**config.mk**
```make
export PLATFORM = sky130hd
export DESIGN_NAME = cc_flag_branch
export DESIGN_NICKNAME = d
export VERILOG_FILES = /design/src/rtl/cc_pkg.sv /design/src/rtl/cc_status_reg.sv /design/src/rtl/cc_test_eval.sv /design/src/rtl/cc_flag_branch.sv
export SDC_FILE = /design/constraint.sdc
export NUM_CORES = 1
export LEC_CHECK = 0
export CELL_PAD_IN_SITES_DETAIL_PLACEMENT = 1
export CELL_PAD_IN_SITES_GLOBAL_PLACEMENT = 1
export CORE_ASPECT_RATIO = 1.4
export CORE_MARGIN = 3
export CORE_UTILIZATION = 35
export DETAILED_ROUTE_END_ITERATION = 8
export PLACE_DENSITY_LB_ADDON = 0.3
export SLEW_MARGIN = 0
export SYNTH_ARGS = -nofsm -noshare
export SYNTH_HDL_FRONTEND = slang
export SYNTH_HIERARCHICAL = 1
export SYNTH_SLANG_ARGS = --single-unit
```
**constraint.sdc**
```tcl
create_clock -name clk -period 2.52 [get_ports clk]
set_input_delay 0.378 -clock clk [delete_from_list [all_inputs] [get_ports clk]]
set_output_delay 0.378 -clock clk [all_outputs]
set_load 0.02 [all_outputs]
```
**src/rtl/cc_pkg.sv**
```systemverilog
package cc_pkg;
   localparam int CC_W   = 8;
   localparam int NFLAG  = 5;
   localparam int SEL_W  = 4;
   localparam int OP_W   = 3;

   localparam int POS_I  = 7;
   localparam int POS_U1 = 6;
   localparam int POS_H  = 5;
   localparam int POS_U0 = 4;
   localparam int POS_N  = 3;
   localparam int POS_Z  = 2;
   localparam int POS_V  = 1;
   localparam int POS_C  = 0;

   localparam logic [CC_W-1:0] CC_RESET = 8'h80;

   typedef enum logic [OP_W-1:0] {
      OP_IDLE = 3'd0,
      OP_LOAD = 3'd1,
      OP_AND  = 3'd2,
      OP_OR   = 3'd3,
      OP_XOR  = 3'd4
   } cc_op_e;

   typedef enum logic [SEL_W-1:0] {
      T_ALWAYS = 4'd0,  T_NEVER = 4'd1,
      T_HI     = 4'd2,  T_LS    = 4'd3,
      T_CCLR   = 4'd4,  T_CSET  = 4'd5,
      T_ZCLR   = 4'd6,  T_ZSET  = 4'd7,
      T_VCLR   = 4'd8,  T_VSET  = 4'd9,
      T_NCLR   = 4'd10, T_NSET  = 4'd11,
      T_GE     = 4'd12, T_LT    = 4'd13,
      T_GT     = 4'd14, T_LE    = 4'd15
   } cc_test_e;

   // Map an ALU flag index to its bit position in the status byte.
   function automatic int flag_pos(input int k);
      return (k == NFLAG-1) ? POS_H : k;
   endfunction
endpackage

```
**src/rtl/cc_status_reg.sv**
```systemverilog
module cc_status_reg
   import cc_pkg::*;
#(
   parameter logic [CC_W-1:0] RST_VAL = CC_RESET
) (
   input  logic             clk,
   input  logic             rst_n,
   input  logic [NFLAG-1:0] flag_we,
   input  logic [NFLAG-1:0] flag_val,
   input  logic [OP_W-1:0]  ctl_op,
   input  logic [CC_W-1:0]  ctl_data,
   input  logic             irq_entry,
   output logic [CC_W-1:0]  ccr_q
);
   if (!RST_VAL[POS_I]) begin : g_rst_chk
      $error("cc_status_reg: reset value must leave interrupts masked");
   end

   logic [CC_W-1:0] alu_mask;
   logic [CC_W-1:0] alu_bits;
   logic [CC_W-1:0] ccr_d;

   assign alu_mask[POS_I]  = 1'b0;
   assign alu_mask[POS_U1] = 1'b0;
   assign alu_mask[POS_U0] = 1'b0;
   assign alu_bits[POS_I]  = 1'b0;
   assign alu_bits[POS_U1] = 1'b0;
   assign alu_bits[POS_U0] = 1'b0;

   for (genvar k = 0; k < NFLAG; k++) begin : g_map
      localparam int P = flag_pos(k);
      assign alu_mask[P] = flag_we[k];
      assign alu_bits[P] = flag_val[k];
   end

   always_comb begin
      case (cc_op_e'(ctl_op))
         OP_LOAD: ccr_d = ctl_data;
         OP_AND:  ccr_d = ccr_q & ctl_data;
         OP_OR:   ccr_d = ccr_q | ctl_data;
         OP_XOR:  ccr_d = ccr_q ^ ctl_data;
         default: ccr_d = (ccr_q & ~alu_mask) | (alu_bits & alu_mask);
      endcase
      if (irq_entry) ccr_d[POS_I] = 1'b1;
   end

   always_ff @(posedge clk or negedge rst_n) begin
      if (!rst_n) ccr_q <= RST_VAL;
      else        ccr_q <= ccr_d;
   end

   logic ctl_active;
   assign ctl_active = (ctl_op == OP_LOAD) || (ctl_op == OP_AND) ||
                       (ctl_op == OP_OR)   || (ctl_op == OP_XOR);


   irq_sets_mask_chk: assert property (@(posedge clk) disable iff (!rst_n)
      irq_entry |=> ccr_q[POS_I]);


   user_bits_hold_chk: assert property (@(posedge clk) disable iff (!rst_n)
      !ctl_active |=> ($stable(ccr_q[POS_U1]) && $stable(ccr_q[POS_U0])));


   idle_hold_chk: assert property (@(posedge clk) disable iff (!rst_n)
      (!ctl_active && !irq_entry && flag_we == '0) |=> $stable(ccr_q));


   load_value_chk: assert property (@(posedge clk) disable iff (!rst_n)
      (ctl_op == OP_LOAD && !irq_entry) |=> (ccr_q == $past(ctl_data)));
endmodule

```
**src/rtl/cc_test_eval.sv**
```systemverilog
module cc_test_eval
   import cc_pkg::*;
#(
   parameter int TAKEN_REG = 0
) (
   input  logic             clk,
   input  logic             rst_n,
   input  logic [CC_W-1:0]  ccr,
   input  logic [SEL_W-1:0] sel,
   output logic             taken
);
   if (TAKEN_REG != 0 && TAKEN_REG != 1) begin : g_par_chk
      $error("cc_test_eval: TAKEN_REG must be 0 or 1");
   end

   logic f_n, f_z, f_v, f_c, lt_s, le_u;
   logic raw;

   assign f_n  = ccr[POS_N];
   assign f_z  = ccr[POS_Z];
   assign f_v  = ccr[POS_V];
   assign f_c  = ccr[POS_C];
   assign lt_s = f_n ^ f_v;
   assign le_u = f_c | f_z;

   // Each pair of codes is a test and its complement: bit 0 inverts.
   always_comb begin
      logic base;
      case (sel[SEL_W-1:1])
         3'd0: base = 1'b1;
         3'd1: base = ~le_u;
         3'd2: base = ~f_c;
         3'd3: base = ~f_z;
         3'd4: base = ~f_v;
         3'd5: base = ~f_n;
         3'd6: base = ~lt_s;
         default: base = ~(f_z | lt_s);
      endcase
      raw = base ^ sel[0];
   end

   if (TAKEN_REG == 0) begin : g_comb
      assign taken = raw;


      always_taken_chk: assert property (@(posedge clk) disable iff (!rst_n)
         (sel == T_ALWAYS) |-> taken);


      never_taken_chk: assert property (@(posedge clk) disable iff (!rst_n)
         (sel == T_NEVER) |-> !taken);


      gt_excludes_eq_chk: assert property (@(posedge clk) disable iff (!rst_n)
         (sel == T_GT && ccr[POS_Z]) |-> !taken);
   end else begin : g_reg
      always_ff @(posedge clk or negedge rst_n) begin
         if (!rst_n) taken <= 1'b0;
         else        taken <= raw;
      end


      always_taken_chk: assert property (@(posedge clk) disable iff (!rst_n)
         (sel == T_ALWAYS) |=> taken);
   end
endmodule

```
**src/rtl/cc_flag_branch.sv**
```systemverilog
module cc_flag_branch
   import cc_pkg::*;
#(
   parameter int TAKEN_REG = 0
) (
   input  logic       clk,
   input  logic       rst_n,
   input  logic [4:0] flag_we,
   input  logic [4:0] flag_val,
   input  logic [2:0] ctl_op,
   input  logic [7:0] ctl_data,
   input  logic       irq_entry,
   input  logic [3:0] cond_sel,
   output logic [7:0] ccr_q,
   output logic       branch_taken
);
   cc_status_reg #(.RST_VAL(CC_RESET)) u_reg (
      .clk       (clk),
      .rst_n     (rst_n),
      .flag_we   (flag_we),
      .flag_val  (flag_val),
      .ctl_op    (ctl_op),
      .ctl_data  (ctl_data),
      .irq_entry (irq_entry),
      .ccr_q     (ccr_q)
   );

   cc_test_eval #(.TAKEN_REG(TAKEN_REG)) u_eval (
      .clk   (clk),
      .rst_n (rst_n),
      .ccr   (ccr_q),
      .sel   (cond_sel),
      .taken (branch_taken)
   );
endmodule

```
======== Word-level counts from Yosys, hierarchy flattened ========
Index checks and enable logic that the tools add are counted.
storage, ports and cells
  register bits after elaboration ......... 8
  output and inout bits ................... 9
cells by class
  equal/unequal tests ..................... 10
  muxes and demuxes ....................... 3
  bitwise logic cells ..................... 18
  reductions and logical operators ........ 1
operators by type and width
  operator                                                                count
  8-bit one-hot mux with 4 select lines                                   1
  8-bit bitwise AND                                                       2
  8-bit OR                                                                2
  3-bit by 2-bit equality test with 1-bit output (second input constant)  4
  3-bit equality test (second input constant)                             4
  6-bit inverter with 8-bit output                                        1
  8-bit bitwise XOR                                                       1
  1-bit inverter                                                          7
  1-bit one-hot mux with 7 select lines                                   1
  6-bit bitwise AND                                                       1
  3-bit by 1-bit equality test with 1-bit output (second input constant)  2
  3-bit logical NOT                                                       1
  1-bit OR                                                                2
  1-bit bitwise XOR                                                       2
  1-bit 2-to-1 mux                                                        1

======== Longest topological paths before layout ========
  depth after elaboration ................. 5
  mapped depth ............................ 6
  depth with buffers taken out ............ 6

======== Modules after synthesis ========
Netlist, hierarchy kept.
by module, submodules not included
  module         instances  cells each  area each (um^2)  seq. area each (um^2)
  cc_status_reg  1          115         967.2             201.4
  cc_test_eval   1          12          78.8              0.0

======== Worst setup path after synthesis ========
OpenSTA, ideal clock, no wires.
  path type ............................... flip-flop to output port
  start ................................... reg with a tool-made name
  end ..................................... out branch_taken
  data arrival time ....................... 1405 ps
  data required time ...................... 2142 ps
  slack ................................... 737 ps
  cell stages (with the launch flop) ...... 5
  cells stage by stage .................... dfrtp_1 -> and4bb_1 -> nor4_1 -> o21ai_1 -> xor2_1
RTL lines
  what              line                  source
  end: declaration  cc_flag_branch.sv:15  output logic branch_taken

======== Final worst setup path ========
  start ................................... in cond_sel[2]
  end ..................................... out branch_taken
between the ends
  longest elaborated chain between the ends .. 3
  elaborated cells on any way between the ends .. 9
  classes of those cells .................. eq/ne: 6; mux: 1; bitwise: 1; reduce/logical: 1
RTL lines
  what                                         line                  source
  start: declaration                           cc_flag_branch.sv:13  input logic [3:0] cond_sel,
  3-bit equality test (tied with other cells)  cc_test_eval.sv:29    case (sel[SEL_W-1:1])
  1-bit one-hot mux with 7 select lines (*)    cc_test_eval.sv:29
  1-bit bitwise XOR (*)                        cc_test_eval.sv:39    raw = base ^ sel[0];
Mark *: on every way between the ends. The rest lies on a longest branch, timed or not.

==> results.ini <==
[clock_tree]
root_buffer=clkbuf_4
cts_tree=built
insertion_delay_ns=0.26
cts_made_buffers=3
cts_setup_buffers=0
clock-sinks=8
path_clk_slew_ns=0.07
htree_levels=1
clk_path_buf_depth=2

[worst_setup_path]
rr_endpoint=u_reg/ccr_q[7]
crit_type=input port to output pin
cp_slowest_cell=clkdlybuf4s50_1
crit_buf_inv=2
critPathMaxStageDelay_ns=0.53
startpoint=cond_sel[2]
r2r-start=u_reg/ccr_q[7]
start_kind=input port
cp_max_fo=5
end_kind=output pin
reg2regPathDepth=6
crit_cells=6
reg2reg_slack_ns=1.14
required_ns=2.14
critPathArrivalTime_ns=2.04
path_cells=clkdlybuf4s50_1, and4bb_1, nor4_1, o21ai_1, xor2_1, dlygate4sd2_1
endpoint=branch_taken
crit_family=buffers and inverters

[routing]
drc=0
route.met2.wl_microns=1560
top_layer=met3
vias=1053
drtIter0Drc=11
wl_met3_microns=136
wire_per_inst_microns=14.3
dr.pass1.iters=2
antenna_left=0
routed_wl_microns=2910
drt-met1-wl_microns=1210
viasPerCell=5.16

[placement]
post-place-ws_ns=-0.168
gp_congestion=0.843
port_buffers=36
dp_hpwl_microns=2410
dp.cells=200

[final_layout]
nNetsFinal=213
diodes=0
layout_commonest_cell=clkdlybuf4s50_1
layout-drive-gt1-share_pct=9.52
final_cell_mix=clkdlybuf4s50_1, inv_1, ha_1, o21ai_0, nor2_1
final_cells=204
syn_to_final_growth_pct=41.4
post-route-util_pct=54.3
nFillCells=317

[timing]
setup_violations=0
fin_setup_tns_ns=0
rsz0062_at_grt=false
hold_viol=0
setup_ws_ns=0.105
fmax_mhz=414
min_period_ns=2.41
maxSlewViolCount=0
finalClockSkew_ns=0
fin_crit_sh_pct=95.8
tightest_slew_ns=0.496
slew_headroom_pct=66.9

[synthesis]
avgSynthCellArea_sq_um=8.24
synth_area_sq_um=1050
synthArstFlopShare_pct=100
ys_warn_count=6
synth_seq_cells=8
synth_ff_type=dfrtp_1
syn-num-nets=171
synth_edf_count=0
synth_seq_area_share_pct=19.3
synth.distinct_cells=35
synth_cells=127

[floorplan]
fp.dieW_microns=52.2
die-area_sq_um=3690
start_util_pct=38.4
die_y_microns=70.7
num_rows=22
core_area_sq_um=2730
io_pins=37

[global_routing]
grt_usage_pct=16.7
grt_pass1_wl_microns=4930
grt_pass1_vias=1094
antenna_found_initial=0
grt-ovfl-total=0
grt_max_degree=15

[run]
drv_cap=0

[power_and_ir_drop]
ir_drop_mv=0.283
power.density_nw_per_um2=397
total_power_mw=0.587
total_leakage_power_nw=0.704

[worst_hold_path]
hp-class=input port to asynchronous set/reset pin

[run_status]
status=complete, no violations

-- repair_timing --
action                     in CTS  in global routing
gates resized for setup         1                  0
hold buffers                    0                  0
setup endpoints to repair       1                  0
-- cells in the mapped netlist (2+ instances only) --
cell type,count,share of area (%)
nor2b_1,5,3.0
nor2_1,9,3.2
and4bb_1,2,2.4
a22o_1,2,1.7
a2bb2oi_1,2,1.7
a21oi_1,6,2.9
dfrtp_1,7,17
inv_1,19,6.8
mux2i_1,5,4.8
xor2_1,2,1.7
a211oi_1,2,1.4
nand2_1,8,2.9
a22oi_1,7,5.0
o21ai_0,11,5.3
nor3_1,2,0.96
ha_1,16,19
a221oi_2,2,2.9
buf_6,3,3.2
-- cell families (layout without fill, tap and decap cells) --
kind of cell	after synthesis	count (layout)	synth area share, %
compound gates	39	39	26.9
fa+ha+maj	16	16	19.1
mux	5	5	4.78
xor+xnor	2	2	1.67
simple gates	32	32	17.0
buf+inv	25	66	11.2
flops	8	8	19.3
-- through the flow --
stage / hold slack (ns) / instance area, sq um
5_1_grt: 0.439 / 1480
3_3_place_gp: 0.576 / 1450
6_report: 0.422 / 1480
3_5_place_dp: 0.592 / 1450
4_1_cts: 0.436 / 1480
2_1_floorplan: 0.0824 / 1050
-- per-layer routing --
layer	vias to the layer above	track usage (%)
met1	504	21.0
met2	24	29.8
met3	0	2.74
li1	525	-
met4	0	2.56
met5	-	0
-- power by group --
part / switching [mW] / internal (mW) / total [mW] / leakage [nW]
Combinational: 0.141 / 0.155 / 0.296 / 0.599
Clock: 0.0552 / 0.0611 / 0.116 / 0.0150
Sequential: 0.0254 / 0.149 / 0.175 / 0.0905
Total: 0.221 / 0.365 / 0.587 / 0.704
-- cell type report --
type                       count  area [sq um]  share of cell area, %
timing repair buffer          42           404                   27.3
multi-input combinational     94           727                   49.2
inverter                      20          75.1                   5.08
sequential                     8           201                   13.6
clock buffer                   4          26.3                   1.78
tap                           36          45.0                   3.05
-- worst min path at each step --
stage | from | to | slack (ns) | cells past startpoint
3_3_place_gp | u_reg/ccr_q[4] | u_reg/ccr_q[4] | 0.58 | 2
6_report | rst_n | asynchronous set/reset pin | 0.42 | 1
2_1_floorplan | rst_n | asynchronous set/reset pin | 0.08 | 0
5_1_grt | rst_n | asynchronous set/reset pin | 0.44 | 1
4_1_cts | rst_n | asynchronous set/reset pin | 0.44 | 1
3_5_place_dp | u_reg/ccr_q[4] | u_reg/ccr_q[4] | 0.59 | 2
Power figures use the tool's default switching activity.
